--- config.mk ---
export PLATFORM = sky130hd
export DESIGN_NAME = trace_step_seq
export DESIGN_NICKNAME = d
export VERILOG_FILES = /design/src/rtl/tss_pkg.sv /design/src/rtl/tss_ctrl.sv /design/src/rtl/tss_dp.sv /design/src/rtl/trace_step_seq.sv
export SDC_FILE = /design/constraint.sdc
export NUM_CORES = 1
export LEC_CHECK = 0
export ABC_AREA = 1
export BUFFER_PORTS_ARGS = -buffer_cell sky130_fd_sc_hd__buf_2
export CAP_MARGIN = 20
export CORE_ASPECT_RATIO = 0.6
export CORE_MARGIN = 1.5
export CORE_UTILIZATION = 38
export DETAILED_ROUTE_END_ITERATION = 8
export PLACE_DENSITY = 0.86
export SYNTH_ARGS = -nofsm -noshare
export SYNTH_HDL_FRONTEND = slang
export SYNTH_SLANG_ARGS = --single-unit
--- constraint.sdc ---
create_clock -name clk -period 1.05 [get_ports clk]
set_input_delay 0.1575 -clock clk [delete_from_list [all_inputs] [get_ports clk]]
set_output_delay 0.1575 -clock clk [all_outputs]
set_load 0.1 [all_outputs]
--- src/rtl/tss_pkg.sv ---
package tss_pkg;
  typedef enum logic [3:0] {
    ST_IDLE,
    ST_POP,
    ST_IGE,
    ST_LAUNCH,
    ST_EXEC,
    ST_STALL,
    ST_PUSH,
    ST_VEC,
    ST_CLRIGE
  } tssState_e;

  typedef struct packed {
    logic capRet;
    logic capIp;
    logic restoreIge;
  } tssStrobe_t;

  localparam logic [1:0] STAT_IDLE = 2'b01;
  localparam logic [1:0] STAT_BUSY = 2'b10;
endpackage

--- src/rtl/tss_ctrl.sv ---
module tss_ctrl
  import tss_pkg::*;
(
  input  logic       clk,
  input  logic       rstN,
  input  logic       traceCmd,
  input  logic       instrDone,
  output tssStrobe_t strobe,
  output logic [1:0] status,
  output logic       stkPop,
  output logic       stkPush,
  output logic       fetchReq,
  output logic       fetchBlock,
  output logic       cpuStall,
  output logic       cpuHalt,
  output logic       ipLoad,
  output logic       igeWrite
);
  tssState_e state, stateNext;

  always_ff @(posedge clk) begin
    if (!rstN) state <= ST_IDLE;
    else       state <= stateNext;
  end

  always_comb begin
    stateNext = state;
    unique case (state)
      ST_IDLE:   if (traceCmd) stateNext = ST_POP;
      ST_POP:    stateNext = ST_IGE;
      ST_IGE:    stateNext = ST_LAUNCH;
      ST_LAUNCH: stateNext = instrDone ? ST_STALL : ST_EXEC;
      ST_EXEC:   if (instrDone) stateNext = ST_STALL;
      ST_STALL:  stateNext = ST_PUSH;
      ST_PUSH:   stateNext = ST_VEC;
      ST_VEC:    stateNext = ST_CLRIGE;
      ST_CLRIGE: stateNext = ST_IDLE;
      default:   stateNext = ST_IDLE;
    endcase
  end

  always_comb begin
    status            = (state == ST_IDLE) ? STAT_IDLE : STAT_BUSY;
    stkPop            = (state == ST_POP);
    stkPush           = (state == ST_PUSH);
    fetchReq          = (state == ST_LAUNCH);
    fetchBlock        = (state != ST_LAUNCH);
    cpuHalt           = !(state == ST_LAUNCH || state == ST_EXEC);
    cpuStall          = (state == ST_STALL) || (state == ST_PUSH) ||
                        (state == ST_VEC) || (state == ST_CLRIGE);
    ipLoad            = (state == ST_VEC);
    igeWrite          = (state == ST_IGE) || (state == ST_CLRIGE);
    strobe.capRet     = (state == ST_POP);
    strobe.capIp      = (state == ST_STALL);
    strobe.restoreIge = (state == ST_IGE);
  end

  // an idle command produces a pop on the next cycle
  a_r2_pop_after_cmd: assert property (@(posedge clk) disable iff (!rstN)
    (status == STAT_IDLE && traceCmd) |=> (stkPop && status == STAT_BUSY));
  // a fetch request never repeats back to back
  a_r5_single_fetch: assert property (@(posedge clk) disable iff (!rstN)
    fetchReq |=> !fetchReq);
  // a push is always preceded by a stall cycle
  a_r6_push_after_stall: assert property (@(posedge clk) disable iff (!rstN)
    stkPush |-> $past(cpuStall));
  // the vector load follows the push
  a_r7_load_after_push: assert property (@(posedge clk) disable iff (!rstN)
    stkPush |=> ipLoad);
  // a command while busy does not restart the pop
  a_r9_busy_ignored: assert property (@(posedge clk) disable iff (!rstN)
    (status == STAT_BUSY && traceCmd && !stkPush) |=> !stkPop);
  // status is always a legal code
  a_r10_status_legal: assert property (@(posedge clk) disable iff (!rstN)
    (status == STAT_IDLE) || (status == STAT_BUSY));
endmodule

--- src/rtl/tss_dp.sv ---
module tss_dp
  import tss_pkg::*;
#(
  parameter int ADDR_W = 16,
  parameter logic [ADDR_W-1:0] DBG_VEC = 'h8010
) (
  input  logic              clk,
  input  logic              rstN,
  input  tssStrobe_t        strobe,
  input  logic              dbgEnter,
  input  logic              igeIn,
  input  logic [ADDR_W-1:0] stkPopData,
  input  logic [ADDR_W-1:0] cpuIp,
  output logic [ADDR_W-1:0] stkPushData,
  output logic [ADDR_W-1:0] fetchAddr,
  output logic [ADDR_W-1:0] ipLoadVal,
  output logic              igeWriteVal
);
  logic [ADDR_W-1:0] retAddr;
  logic [ADDR_W-1:0] nextRet;
  logic              savedIge;

  always_ff @(posedge clk) begin
    if (!rstN) begin
      retAddr  <= '0;
      nextRet  <= '0;
      savedIge <= 1'b0;
    end else begin
      if (strobe.capRet) retAddr  <= stkPopData;
      if (strobe.capIp)  nextRet  <= cpuIp;
      if (dbgEnter)      savedIge <= igeIn;
    end
  end

  assign fetchAddr   = retAddr;
  assign stkPushData = nextRet;
  assign ipLoadVal   = DBG_VEC;
  assign igeWriteVal = strobe.restoreIge ? savedIge : 1'b0;

  // the fetch address is the value popped two cycles earlier
  a_r4_fetch_is_popped: assert property (@(posedge clk) disable iff (!rstN)
    $past(strobe.capRet, 2) |-> fetchAddr == $past(stkPopData, 2));
  // the pushed value is the instruction pointer seen in the stall cycle
  a_r6_push_value: assert property (@(posedge clk) disable iff (!rstN)
    $past(strobe.capIp) |-> stkPushData == $past(cpuIp));
endmodule

--- src/rtl/trace_step_seq.sv ---
module trace_step_seq
  import tss_pkg::*;
#(
  parameter int ADDR_W = 16,
  parameter logic [ADDR_W-1:0] DBG_VEC = 'h8010
) (
  input  logic              clk,
  input  logic              rstN,
  input  logic              traceCmd,
  input  logic              dbgEnter,
  input  logic              igeIn,
  output logic [1:0]        status,
  output logic              stkPop,
  input  logic [ADDR_W-1:0] stkPopData,
  output logic              stkPush,
  output logic [ADDR_W-1:0] stkPushData,
  output logic              fetchReq,
  output logic [ADDR_W-1:0] fetchAddr,
  output logic              fetchBlock,
  input  logic              instrDone,
  input  logic [ADDR_W-1:0] cpuIp,
  output logic              cpuStall,
  output logic              cpuHalt,
  output logic              ipLoad,
  output logic [ADDR_W-1:0] ipLoadVal,
  output logic              igeWrite,
  output logic              igeWriteVal
);
  tssStrobe_t strobe;

  tss_ctrl u_ctrl (
    .clk(clk), .rstN(rstN), .traceCmd(traceCmd), .instrDone(instrDone),
    .strobe(strobe), .status(status), .stkPop(stkPop), .stkPush(stkPush),
    .fetchReq(fetchReq), .fetchBlock(fetchBlock), .cpuStall(cpuStall),
    .cpuHalt(cpuHalt), .ipLoad(ipLoad), .igeWrite(igeWrite)
  );

  tss_dp #(.ADDR_W(ADDR_W), .DBG_VEC(DBG_VEC)) u_dp (
    .clk(clk), .rstN(rstN), .strobe(strobe), .dbgEnter(dbgEnter),
    .igeIn(igeIn), .stkPopData(stkPopData), .cpuIp(cpuIp),
    .stkPushData(stkPushData), .fetchAddr(fetchAddr),
    .ipLoadVal(ipLoadVal), .igeWriteVal(igeWriteVal)
  );

  // an interrupt-enable write while stalled always writes zero
  a_r8_clear_ige: assert property (@(posedge clk) disable iff (!rstN)
    (igeWrite && cpuStall) |-> !igeWriteVal);
endmodule

==> metrics.txt <==
share of layout cells above drive strength 1=65.8%; CTS Root Cell=clkbuf_8; Yosys top cell area share=47.2%; Final Slew Violations=0; Startpoint Class=register; status=complete, but fails checks; nets=347; Max Root-Sink Buffers=2; Fin Clk Skew=0.00684 ns; pin count of the biggest net entering global routing=27; IO Pins=97; CP max stage cell=dfxtp_4; RSZ-0062 raised after global routing=true; Initial Utilization=41.2%; via count=1728; Power, Total=5.01 mW; CTS hold repair buffers=0; Gate power share=47.4%; Final setup viols=46; post-DP HPWL=3.51 mm; Hold Vio Cnt, Final=0; Synth area leaders=dfxtp_1, nor2_1, o21ai_0; initial antenna violation count=0; global route overflow=0; vias per cell=4.84; Clk network pwr share=19.8%; Max FO, Critical Path=6; vias in the first global route=1690; Pleak=1.42 nW; post-route ant nets=0; DP Worst Slack=-0.207 ns; CTS tree=built; Num CTS Buffers=5; post-layout min period=1.54 ns; placer congestion estimate=0.809; worst path required time=0.89 ns; DR DRC count=0; Hold Crit Class=in2reg; # rows=17; commonest non-fill, non-tap cell in the layout=nor2_1; iteration count of the initial detailed-routing pass=4; Port Buffers=80; Die Y=52.8 um; kind of end point of the critical path=output pin; first-pass GRT wire length=7.99 mm; Die ar.=4540 um2; Pint=2.77 mW; crit path kind=reg2out; Synth Cell Area=1570 um2; pwr/cell area=1540 nW/um2; die width=86.0 um; syn avg cell area=7.70 um2; failing checks=negative setup slack; fin util=85.6%; Reg clk slew, reported paths=0.08 ns; sw frac=44.7%; initial detailed-routing violation count=68; Max IR drop VDD=0.711 mV; most frequent cells in the layout=nor2_1, buf_12, buf_2; net switching power=2.24 mW; final worst slack=-0.491 ns; H-tree depth=2; f_max=649 MHz; part of the power in registers=32.8%; WL final=5.62 mm; delay of the slowest cell on the worst path=0.39 ns; worst-path cell chain=nor2_4 > buf_6 > nand2_8 > clkinvlp_4 > a21oi_4 > buf_12; core box area=3810 um2; antenna cells=0; WL per Instance=15.8 um; Area Overhead vs Synth=108%; crit path DAT=1.38 ns; Tot GR Track Use=23.6%; hold_ws=0.106 ns; # clock sinks=37; worst skew pair latency=0.29 ns; Netlist cell types=21; post-synthesis sequential area ratio=47.2%; Synth Register Bits=37; area leader, netlist=dfxtp_1; Max-Cap Viols=0; Synth Warn #=0; crit share post-route=147%; Cells after Synth=204
-- state kept, by name (all words and copies together) (netlist names) --
| register | flops |
|---|---|
| u_dp.savedIge | 1 |
| u_dp.stkPushData | 16 |
| u_ctrl.state | 4 |
| u_dp.fetchAddr | 16 |
-- final timing paths --
kind / startpoint / endpoint / slack, ns / depth (start not counted)
max: u_ctrl.state[3] / cpuHalt / -0.49 / 6
min: stkPopData[1] / u_dp.fetchAddr[1] / 0.11 / 3
max reg2reg: u_ctrl.state[3] / u_dp.fetchAddr[11] / -0.33 / 5
min reg2reg: u_dp.stkPushData[8] / u_dp.stkPushData[8] / 0.51 / 2
-- synth_stat cells --
master / n
o21ai_1: 8
inv_6: 2
nor2_2: 2
dfxtp_1: 37
nand3b_1: 2
nand3_1: 4
o21ai_0: 25
nand2_4: 2
nor3_1: 4
buf_4: 16
inv_1: 12
nor2_4: 1
nand2_1: 6
clkbuf_1: 3
buf_8: 1
buf_6: 2
conb_1: 2
buf_12: 1
a21oi_1: 3
nor2_1: 70
inv_2: 1
-- timing repair --
item,4_1_cts,5_1_grt
pin swaps,6,10
endpoints found under the setup margin,45,46
gates cloned,2,1
setup buffers,2,3
resized for setup,22,37
-- area by class of cell --
type / count / area [um2]
flip-flops and latches: 37 / 793
clock buffers: 5 / 68.8
fillers: 182 / 548
clock inverters: 3 / 16.3
multi-input cells: 145 / 925
repair inverters: 1 / 16.3
repair buffers: 104 / 1290
well taps: 47 / 58.8
inverters: 15 / 86.3
-- power groups by stage --
stage	Clock (mW)	Combinational [mW]	Sequential, mW
floorplan	0	0.906	2.25
global placement	0	2.19	1.66
detailed placement	0	2.23	1.67
CTS	0.988	2.29	1.64
global route	1.07	2.45	1.66
finish	0.991	2.38	1.64
-- through the flow --
step / TNS, ns / cell area, um2 / instances
2_1_floorplan: -6.83 / 1820 / 218
3_3_place_gp: -4.86 / 2910 / 341
3_5_place_dp: -6.29 / 2910 / 341
4_1_cts: -9.94 / 3100 / 353
5_1_grt: -14.56 / 3260 / 357
6_report: -11.77 / 3260 / 357
-- worst max-delay path, delay by kind of cell (launching register included) --
family / cells / cell delay [ns]
buf+inv: 3 / 0.44
flops: 1 / 0.39
compound gates: 1 / 0.15
simple gates: 2 / 0.12
-- kinds of logic (layout without fill, tap and decap cells) --
family / after synthesis / count (layout) / synth area share, %
and+or+nand+nor: 91 / 93 / 24.6
buffers and inverters: 38 / 128 / 16.3
DFF: 37 / 37 / 47.2
AOI/OAI and AO/OA: 36 / 36 / 11.5
other: 2 / 16 / 0.478
-- per-layer routing --
metal  GRT usage (%)  vias to the layer above  part of all wire (%)
li1                -                      819                     -
met1            27.5                      804                    40
met2            41.9                       91                    51
met3            7.40                       14                   7.3
met4            7.53                        0                   2.2
met5               0                        -                     0
Note: power is estimated with default switching activity, not from simulation.
